`src/rtl/alc_pkg.sv`:
```
package alc_pkg;

  typedef enum logic [2:0] {
    ST_IDLE,
    ST_WSETUP,
    ST_WPULSE,
    ST_WHOLD,
    ST_RACC,
    ST_TURN
  } alc_state_e;

  typedef struct packed {
    logic cs_n;
    logic we_n;
    logic oe_n;
    logic drive;
  } alc_strobe_t;

  // Pin levels each state presents to the memory.
  function automatic alc_strobe_t strobe_of(alc_state_e s);
    alc_strobe_t r;
    r = '{cs_n: 1'b1, we_n: 1'b1, oe_n: 1'b1, drive: 1'b0};
    case (s)
      ST_WSETUP: r = '{cs_n: 1'b0, we_n: 1'b1, oe_n: 1'b1, drive: 1'b1};
      ST_WPULSE: r = '{cs_n: 1'b0, we_n: 1'b0, oe_n: 1'b1, drive: 1'b1};
      ST_WHOLD:  r = '{cs_n: 1'b0, we_n: 1'b1, oe_n: 1'b1, drive: 1'b1};
      ST_RACC:   r = '{cs_n: 1'b0, we_n: 1'b1, oe_n: 1'b0, drive: 1'b0};
      default:   r = '{cs_n: 1'b1, we_n: 1'b1, oe_n: 1'b1, drive: 1'b0};
    endcase
    return r;
  endfunction

endpackage

```
`src/rtl/alc_cyc_timer.sv`:
```
module alc_cyc_timer #(
  parameter int CNT_W = 2
) (
  input  logic             clk,
  input  logic             rst_n,
  input  logic             load,
  input  logic [CNT_W-1:0] load_val,
  output logic             zero
);

  logic [CNT_W-1:0] cnt_q, cnt_d;

  always_comb begin
    cnt_d = cnt_q;
    if (load)               cnt_d = load_val;
    else if (cnt_q != '0)   cnt_d = cnt_q - 1'b1;
  end

  always_ff @(posedge clk or negedge rst_n) begin
    if (!rst_n) cnt_q <= '0;
    else        cnt_q <= cnt_d;
  end

  assign zero = (cnt_q == '0);

endmodule

```
`src/rtl/alc_lane_map.sv`:
```
module alc_lane_map #(
  parameter int LANES = 2
) (
  input  logic             active,
  input  logic [LANES-1:0] mask,
  output logic [LANES-1:0] lane_n
);

  for (genvar i = 0; i < LANES; i++) begin : g_lane
    assign lane_n[i] = ~(active & mask[i]);
  end

endmodule

```
`src/rtl/alc_rd_capture.sv`:
```
module alc_rd_capture #(
  parameter int LANES  = 2,
  parameter int LANE_W = 8
) (
  input  logic                    clk,
  input  logic                    rst_n,
  input  logic                    capture,
  input  logic [LANES-1:0]        lane_en,
  input  logic [LANES*LANE_W-1:0] bus_in,
  output logic [LANES*LANE_W-1:0] data_out
);

  for (genvar i = 0; i < LANES; i++) begin : g_cap
    always_ff @(posedge clk or negedge rst_n) begin
      if (!rst_n) begin
        data_out[i*LANE_W +: LANE_W] <= '0;
      end else if (capture) begin
        data_out[i*LANE_W +: LANE_W] <= lane_en[i] ? bus_in[i*LANE_W +: LANE_W] : '0;
      end
    end
  end

endmodule

```
`src/rtl/alc_sram_ctrl.sv`:
```
module alc_sram_ctrl
  import alc_pkg::*;
#(
  parameter int ADDR_W         = 16,
  parameter int LANE_W         = 8,
  parameter int WR_PULSE_CYC   = 1,
  parameter int RD_ACCESS_CYC  = 2,
  parameter int TURNAROUND_CYC = 1
) (
  input  logic                  clk,
  input  logic                  rst_n,
  input  logic                  req_valid,
  output logic                  req_ready,
  input  logic                  req_write,
  input  logic [ADDR_W-1:0]     req_addr,
  input  logic [2*LANE_W-1:0]   req_wdata,
  input  logic [1:0]            req_mask,
  output logic                  rsp_done,
  output logic [2*LANE_W-1:0]   rsp_rdata,
  output logic [ADDR_W-1:0]     mem_addr,
  output logic                  mem_cs_n,
  output logic                  mem_we_n,
  output logic                  mem_oe_n,
  output logic                  mem_ub_n,
  output logic                  mem_lb_n,
  output logic [2*LANE_W-1:0]   mem_dq_out,
  input  logic [2*LANE_W-1:0]   mem_dq_in,
  output logic                  mem_dq_oe
);

  localparam int LANES  = 2;
  localparam int DATA_W = LANES * LANE_W;
  localparam int MAX_A  = (WR_PULSE_CYC > RD_ACCESS_CYC) ? WR_PULSE_CYC : RD_ACCESS_CYC;
  localparam int MAX_C  = (MAX_A > TURNAROUND_CYC) ? MAX_A : TURNAROUND_CYC;
  localparam int CNT_W  = (MAX_C < 2) ? 1 : $clog2(MAX_C);

  // Reset: asserted at once, released after two clock edges.
  logic [1:0] rst_pipe;
  logic       srst_n;

  always_ff @(posedge clk or negedge rst_n) begin
    if (!rst_n) rst_pipe <= '0;
    else        rst_pipe <= {rst_pipe[0], 1'b1};
  end
  assign srst_n = rst_pipe[1];

  alc_state_e        state_q, state_d;
  logic [ADDR_W-1:0] addr_q;
  logic [DATA_W-1:0] wdata_q;
  logic [LANES-1:0]  mask_q, mask_d;
  logic              done_q, done_d;
  alc_strobe_t       strobe_q, strobe_d;
  logic [LANES-1:0]  lane_n_q, lane_n_d;
  logic              accept;
  logic              tmr_load, tmr_zero;
  logic [CNT_W-1:0]  tmr_val;
  logic              lane_active_d;
  logic              capture;

  assign req_ready = (state_q == ST_IDLE);
  assign accept    = req_valid && req_ready;
  assign mask_d    = accept ? req_mask : mask_q;

  // Next-state logic.
  always_comb begin
    state_d = state_q;
    done_d  = 1'b0;
    case (state_q)
      ST_IDLE: begin
        if (accept) begin
          if (req_mask == '0) done_d  = 1'b1;
          else if (req_write) state_d = ST_WSETUP;
          else                state_d = ST_RACC;
        end
      end
      ST_WSETUP: state_d = ST_WPULSE;
      ST_WPULSE: if (tmr_zero) state_d = ST_WHOLD;
      ST_WHOLD: begin
        state_d = ST_IDLE;
        done_d  = 1'b1;
      end
      ST_RACC: begin
        if (tmr_zero) begin
          state_d = ST_TURN;
          done_d  = 1'b1;
        end
      end
      ST_TURN: if (tmr_zero) state_d = ST_IDLE;
      default: state_d = ST_IDLE;
    endcase
  end

  // Phase length loaded into the timer on every state change.
  always_comb begin
    tmr_load = (state_d != state_q);
    case (state_d)
      ST_WPULSE: tmr_val = CNT_W'(WR_PULSE_CYC - 1);
      ST_RACC:   tmr_val = CNT_W'(RD_ACCESS_CYC - 1);
      ST_TURN:   tmr_val = CNT_W'(TURNAROUND_CYC - 1);
      default:   tmr_val = '0;
    endcase
  end

  assign capture       = (state_q == ST_RACC) && tmr_zero;
  assign strobe_d      = strobe_of(state_d);
  assign lane_active_d = state_d inside {ST_WSETUP, ST_WPULSE, ST_WHOLD, ST_RACC};

  alc_cyc_timer #(.CNT_W(CNT_W)) i_timer (
    .clk      (clk),
    .rst_n    (srst_n),
    .load     (tmr_load),
    .load_val (tmr_val),
    .zero     (tmr_zero)
  );

  alc_lane_map #(.LANES(LANES)) i_lane_map (
    .active (lane_active_d),
    .mask   (mask_d),
    .lane_n (lane_n_d)
  );

  alc_rd_capture #(.LANES(LANES), .LANE_W(LANE_W)) i_rd_capture (
    .clk      (clk),
    .rst_n    (srst_n),
    .capture  (capture),
    .lane_en  (mask_q),
    .bus_in   (mem_dq_in),
    .data_out (rsp_rdata)
  );

  // State and registered pin drivers.
  always_ff @(posedge clk or negedge srst_n) begin
    if (!srst_n) begin
      state_q  <= ST_IDLE;
      done_q   <= 1'b0;
      strobe_q <= '{cs_n: 1'b1, we_n: 1'b1, oe_n: 1'b1, drive: 1'b0};
      lane_n_q <= '1;
    end else begin
      state_q  <= state_d;
      done_q   <= done_d;
      strobe_q <= strobe_d;
      lane_n_q <= lane_n_d;
    end
  end

  // Request fields, loaded only when a request is taken.
  always_ff @(posedge clk or negedge srst_n) begin
    if (!srst_n) begin
      addr_q  <= '0;
      wdata_q <= '0;
      mask_q  <= '0;
    end else if (accept) begin
      addr_q  <= req_addr;
      wdata_q <= req_wdata;
      mask_q  <= req_mask;
    end
  end

  assign rsp_done   = done_q;
  assign mem_addr   = addr_q;
  assign mem_dq_out = wdata_q;
  assign mem_cs_n   = strobe_q.cs_n;
  assign mem_we_n   = strobe_q.we_n;
  assign mem_oe_n   = strobe_q.oe_n;
  assign mem_dq_oe  = strobe_q.drive;
  assign mem_lb_n   = lane_n_q[0];
  assign mem_ub_n   = lane_n_q[1];

endmodule

```
`config.mk`:
```
export PLATFORM = sky130hd
export DESIGN_NAME = alc_sram_ctrl
export DESIGN_NICKNAME = d
export VERILOG_FILES = /design/src/rtl/alc_pkg.sv /design/src/rtl/alc_cyc_timer.sv /design/src/rtl/alc_lane_map.sv /design/src/rtl/alc_rd_capture.sv /design/src/rtl/alc_sram_ctrl.sv
export SDC_FILE = /design/constraint.sdc
export NUM_CORES = 1
export LEC_CHECK = 0
export BUFFER_PORTS_ARGS = -buffer_cell sky130_fd_sc_hd__buf_2
export CAP_MARGIN = 20
export CORE_ASPECT_RATIO = 1.4
export CORE_MARGIN = 5
export CORE_UTILIZATION = 42
export DETAILED_ROUTE_END_ITERATION = 8
export MAX_ROUTING_LAYER = met4
export PLACE_DENSITY_LB_ADDON = 0.25
export SYNTH_ARGS = -nofsm -noshare
export SYNTH_HDL_FRONTEND = slang
export SYNTH_SLANG_ARGS = --single-unit
```
`constraint.sdc`:
```
create_clock -name clk -period 1.9 [get_ports clk]
set_clock_uncertainty 0.1 [all_clocks]
set_input_delay 0.095 -clock clk [delete_from_list [all_inputs] [get_ports clk]]
set_output_delay 0.095 -clock clk [all_outputs]
set_load 0.01 [all_outputs]
```
==> results of run 1 <==
==> state kept, by name, summed over array words and instances (netlist names) <==
name	count
mem_dq_out	16
mem_cs_n	1
i_rd_capture.data_out	16
mem_we_n	1
rsp_done	1
mem_addr	16
rst_pipe	2
mem_dq_oe	1
mem_oe_n	1
lane_n_q	2
i_timer.cnt_q	1
state_q	3
mask_q	2
==> metrics by stage <==
stage           util  power, mW
2_1_floorplan      -       3.84
3_3_place_gp   0.543       4.65
3_5_place_dp   0.543       4.72
4_1_cts        0.673       6.16
5_1_grt        0.673       6.52
6_report       0.673       6.14
==> power by group <==
part           internal (mW)  total (mW)  leakage [nW]  switching [mW]
clock network          0.807        1.32         0.112           0.510
registers               1.96        2.30         0.762           0.340
logic                   1.36        2.53          1.15            1.17
total                   4.12        6.14          2.02            2.02
==> cell families (layout without fill, tap and decap cells) <==
logic type | Yosys count | in the layout
AOI/OAI and AO/OA | 29 | 29
xor gates and xnor gates | 1 | 1
buffers and inverters | 14 | 188
DFF | 63 | 63
muxes | 34 | 34
other | 1 | 1
and+or+nand+nor | 51 | 51
==> layer usage <==
| layer | part of all wire | vias up |
|---|---|---|
| met4 | 0.029 | 0 |
| met3 | 0.062 | 18 |
| met2 | 0.48 | 81 |
| met5 | 0 | - |
| met1 | 0.42 | 962 |
| li1 | - | 994 |
==> worst paths after layout <==
kind | cells past startpoint | start | to | slack, ps
worst max-delay path | 5 | state_q[1] | i_rd_capture.data_out[2] | 160
worst min-delay path | 4 | req_valid | mem_cs_n | 60
worst max register to register | 5 | state_q[1] | i_rd_capture.data_out[2] | 160
worst min register to register | 1 | rst_pipe[1] | mem_addr[15] | 150
max in group asynchronous | 3 | rst_n | rst_pipe[1] | 1070
min in group asynchronous | 1 | rst_pipe[1] | mem_addr[15] | 150
==> cells in the mapped netlist, drive strengths merged (2+ instances only) <==
library cell | n | share of area
clkbuf | 8 | 0.012
nand2 | 34 | 0.050
nor2 | 4 | 0.0059
o21ai | 19 | 0.037
dfstp | 5 | 0.051
nand2b | 2 | 0.0049
mux2 | 34 | 0.19
or4b | 2 | 0.0078
buf | 5 | 0.019
a21oi | 3 | 0.0059
dfrtp | 58 | 0.57
nor3 | 2 | 0.0039
==> worst min-delay path, delay by kind of cell <==
| family | cells | cell delay (ps) |
|---|---|---|
| buffers and inverters | 1 | 120 |
| and+or+nand+nor | 3 | 240 |
==> what timing repair did <==
item / 4_1_cts / 5_1_grt
resized for setup: 1 / 0
endpoints found under the hold margin: 58 / 0
buffers inserted: 0 / 0
hold buffers: 53 / 0
setup endpoints to repair: 11 / 0
==> layout make-up <==
cell class / instances / area (sq um) / share of cell area
multi-input cells: 116 / 898 / 0.226
well taps: 70 / 87.6 / 0.0220
clock inverters: 5 / 80.1 / 0.0202
repair buffers: 171 / 1170 / 0.294
flip-flops and latches: 63 / 1580 / 0.399
clock buffers: 11 / 151 / 0.0381
inverters: 1 / 3.75 / 0.000945
==> results.py, run 1 <==
metrics = {
    "placement": {
        "place.gp.congestion": 0.755,
        "dp.cells": 368,
        "portBuffers": 109,
        "hpwlAfterDp_um": 4180,
        "place_ws_ps": 21.8,
        "placed_area_sq_mm": 0.00321,
    },
    "grt": {
        "grt_antenna_before_repair": 0,
        "globalRouteMet1Util": 0.228,
        "grt_pass1_wl_um": 11200,
        "grt_use_met3": 0.0556,
        "grt_pass1_vias": 2276,
        "use_met2": 0.290,
        "overflow": 0,
        "grt_busiest_layer": "met2",
        "grt_max_degree": 39,
        "grt_use_total": 0.188,
    },
    "die": {
        "core_area_sq_mm": 0.00590,
        "dieArea_sq_mm": 0.00778,
        "die_y_um": 102,
        "io_pins": 110,
        "start_util": 0.434,
        "std_cell_rows": 33,
        "die_x_um": 76.0,
    },
    "layout": {
        "drive_gt1_frac": 0.482,
        "mostFrequentLayoutCell": "buf_2",
        "fin_area_sq_mm": 0.00397,
        "final_cell_mix": "109 x buf_2, 57 x dfrtp_1, 53 x dlygate4sd3_1",
        "antenna-diode-count": 0,
        "area_growth_pct": 55.2,
        "n_fill_cell": 405,
        "nNetsFinal": 416,
        "final_cells": 437,
    },
    "clock_network": {
        "htree_levels": 3,
        "clk_pin_slew_ps": 70,
        "cts-root-buf": "clkbuf_8",
        "cts_tree": "built",
        "clock_path_buffers": 2,
        "cts_num_sinks": 63,
        "clkLatencyLatePin_ps": 330,
        "cts_inserted_buffers": 9,
    },
    "yosys": {
        "synth_top_family_by_area": "multiplexers",
        "synth.area.mux_share": 0.189,
        "yosysSeqAreaShare": 0.618,
        "yosysWarnings": 0,
        "synth_enable_flop_cells": 0,
        "synth_xor_area_frac": 0.00342,
        "syn_inst": 193,
        "synthArstFlopShare": 1.00,
        "synthAdderAreaFrac": 0,
        "syn_area_sq_mm": 0.00256,
        "synthFlopType": "dfrtp_1",
        "syn-num-nets": 247,
        "yosysUniqueCellTypes": 31,
        "synth-compound-area-share": 0.0645,
        "synthSimpleGateAreaFrac": 0.0909,
        "avgSynthCellArea_sq_um": 13.3,
        "synth_seq_cells": 63,
    },
    "worst_setup_path": {
        "crit_chain": "buf_4, or4b_1, buf_4, nand2_1, o21ai_0",
        "start_kind": "register",
        "cp_data_arrival_time_ps": 1840,
        "cp-end-kind": "register",
        "cp_slowest_stage_delay_ps": 500,
        "cp_num_buf_inv": 2,
        "cp.required_ps": 2000,
        "slowest_stage": "or4b_1",
        "setup.worst_path.class": "register to register",
        "worst_path_dominant_cell_family": "simple AND/OR/NAND/NOR gates",
        "crit_fanout": 33,
        "cpMostUsedCell": "buf_4",
    },
    "routing": {
        "vias": 2055,
        "drt-initial-drc-count": 103,
        "drcViolationCount": 0,
        "wl_per_cell_um": 15.1,
        "wl_um": 6620,
        "viasPerCell": 4.70,
        "drt_pass1_iterations": 4,
        "ant_nets": 0,
    },
    "hold_path": {
        "hold_class": "input pin to register",
    },
    "sta": {
        "fin_crit_ps": 1740,
        "rsz0062_at_grt": "false",
        "tns_ps": 0,
        "fin_crit_sh": 0.917,
        "fin_ws_ps": 158,
        "hold_viol_final": 0,
        "setup_violations": 0,
        "whs_ps": 58.9,
        "fmax_mhz": 574,
        "slew_violations": 0,
    },
    "status": {
        "outcome": "finished clean",
    },
    "power": {
        "vdd_ir_drop_max_mv": 0.719,
        "p_leak_nw": 2.02,
        "powerDensity_mw_per_mm2": 1550,
    },
    "run": {
        "cap_violations": 0,
    },
}
Power figures use the tool's default switching activity.
==> run 2, diff against run 1 <==
--- a/config.mk
+++ b/config.mk
@@ -15,2 +15,4 @@
 export PLACE_DENSITY_LB_ADDON = 0.25
+export RECOVER_POWER = 50
+export SKIP_LAST_GASP = 1
 export SYNTH_ARGS = -nofsm -noshare
==> constraint.sdc (replaced) <==
create_clock -name clk -period 1.9 [get_ports clk]
set_clock_uncertainty 0.1 [all_clocks]
set_input_delay 0.57 -clock clk [delete_from_list [all_inputs] [get_ports clk]]
set_output_delay 0.57 -clock clk [all_outputs]
set_load 0.01 [all_outputs]
==> results.py, run 2 (synthesized netlist as in run 1, its figures left out) <==
metrics = {
    "power": {
        "powerDensity_mw_per_mm2": 1730,
        "vdd_ir_drop_max_mv": 0.829,
        "p_leak_nw": 1.82,
    },
    "hold_path": {
        "min_from": "rst_pipe[0]",
        "hold_depth": 0,
        "min_to": "rst_pipe[1]",
        "hold_class": "register to register",
    },
    "die": {
        "dieArea_sq_mm": 0.00778,
        "core_area_sq_mm": 0.00590,
        "io_pins": 110,
        "start_util": 0.434,
        "std_cell_rows": 33,
        "die_y_um": 102,
        "die_x_um": 76.0,
    },
    "worst_setup_path": {
        "reg2reg_depth": 3,
        "worst_r2r_startpoint": "state_q[2]",
        "r2r_setup_slack_ps": 60,
        "crit_fanout": 7,
        "start_kind": "register",
        "setup.worst_path.class": "register to primary output",
        "cp.required_ps": 1230,
        "cp_data_arrival_time_ps": 1180,
        "cp-end-kind": "primary output",
        "r2r-end": "mem_addr[13]",
    },
    "layout": {
        "nNetsFinal": 366,
        "antenna-diode-count": 0,
        "n_fill_cell": 523,
        "seq_area_sq_mm": 0.00158,
        "drive_gt1_frac": 0.558,
        "area_growth_pct": 36.0,
        "mostFrequentLayoutCell": "buf_2",
        "multi_input_area_sq_um": 903,
        "final_cells": 387,
        "final_cell_mix": "109 x buf_2, 58 x dfrtp_1, 34 x nand2_1",
    },
    "routing": {
        "drt-initial-drc-count": 79,
        "viasPerCell": 4.82,
        "drt_pass1_iterations": 4,
        "vias": 1864,
        "wl_per_cell_um": 15.7,
        "ant_nets": 0,
        "drcViolationCount": 0,
        "wl_um": 6070,
    },
    "clock_network": {
        "clk_pin_slew_ps": 70,
        "cts_inserted_buffers": 9,
        "cts_num_sinks": 63,
        "clock_path_buffers": 2,
        "clkLatencyLatePin_ps": 330,
        "htree_levels": 3,
        "cts-root-buf": "clkbuf_8",
        "cts_tree": "built",
    },
    "status": {
        "outcome": "finished clean",
    },
    "placement": {
        "portBuffers": 109,
        "hpwlAfterDp_um": 4230,
        "place.gp.congestion": 0.792,
        "dp.cells": 366,
    },
    "grt": {
        "globalRouteMet1Util": 0.191,
        "overflow": 0,
        "grt_busiest_layer": "met2",
        "grt_pass1_wl_um": 9490,
        "grt_pass1_vias": 1915,
        "grt_antenna_before_repair": 0,
        "grt_max_degree": 34,
        "grt_use_total": 0.161,
        "use_met2": 0.249,
        "grt_use_met3": 0.0582,
    },
    "run": {
        "cap_violations": 0,
    },
    "sta": {
        "whs_ps": 262,
        "fmax_mhz": 540,
        "fin_crit_ps": 1850,
        "fin_crit_sh": 0.975,
        "relSlewSlack": 0.307,
        "setup_violations": 0,
        "rsz0062_at_grt": "true",
        "slew_violations": 0,
        "hold_viol_final": 0,
        "worst_pin_slew_ps": 1040,
    },
}
run 2: through the flow:
stage                     area (sq um)  TNS [ps]  power (mW)   util  setup WS [ps]
after floorplan                   2560         0        3.84      -           80.9
after global placement            3190     -5340        4.62  0.541           -163
after detailed placement          3190     -6250        4.69  0.541           -192
after CTS                         3460     -5.39        6.06  0.585          -5.39
after global routing              3480     -18.9        6.43  0.590          -18.9
final                             3480         0        6.01  0.590           47.7
run 2: cell type report:
cell class,instances,share of cell area
Timing Repair Buffer,121,0.199
Clock inverter,6,0.0244
Sequential cell,63,0.455
Inverter,1,0.00108
Clock buffer,10,0.0367
Tap cell,70,0.0252
Multi-Input combinational cell,116,0.259
run 2: worst max-delay path by stage:
stage,slack [ps],to,depth (start not counted),start
after detailed placement,-190,mem_dq_out[10],4,req_valid
after CTS,-5,req_ready,3,state_q[2]
after global placement,-160,lane_n_q[1],5,req_valid
final,50,req_ready,3,state_q[2]
after floorplan,80,mem_addr[0],4,req_valid
after global routing,-20,req_ready,3,state_q[2]
run 2: layer usage:
layer	vias to the layer above	part of all wire
met2	74	0.49
met5	-	0
met4	0	0.017
met1	883	0.42
met3	9	0.069
li1	898	-
run 2: power breakdown:
part           leakage, nW  switching, mW  internal, mW
clock network        0.102          0.503         0.734
registers            0.763          0.343          1.96
logic                0.958           1.12          1.36
total                 1.82           1.97          4.04
run 2: timing repair:
| item | in CTS | in global routing |
|---|---|---|
| setup endpoints to repair | 2 | 1 |
| hold buffers | 1 | 0 |
| gates resized for setup | 2 | 2 |
| buffers inserted | 0 | 2 |
| pin swaps | 0 | 0 |
| endpoints found under the hold margin | 2 | 0 |
| cloned | 1 | 1 |
run 2: worst max-delay path: stages (launching register included):
cell	delay, ps
dfrtp_1	410
buf_6	140
nor3_2	150
buf_2	140
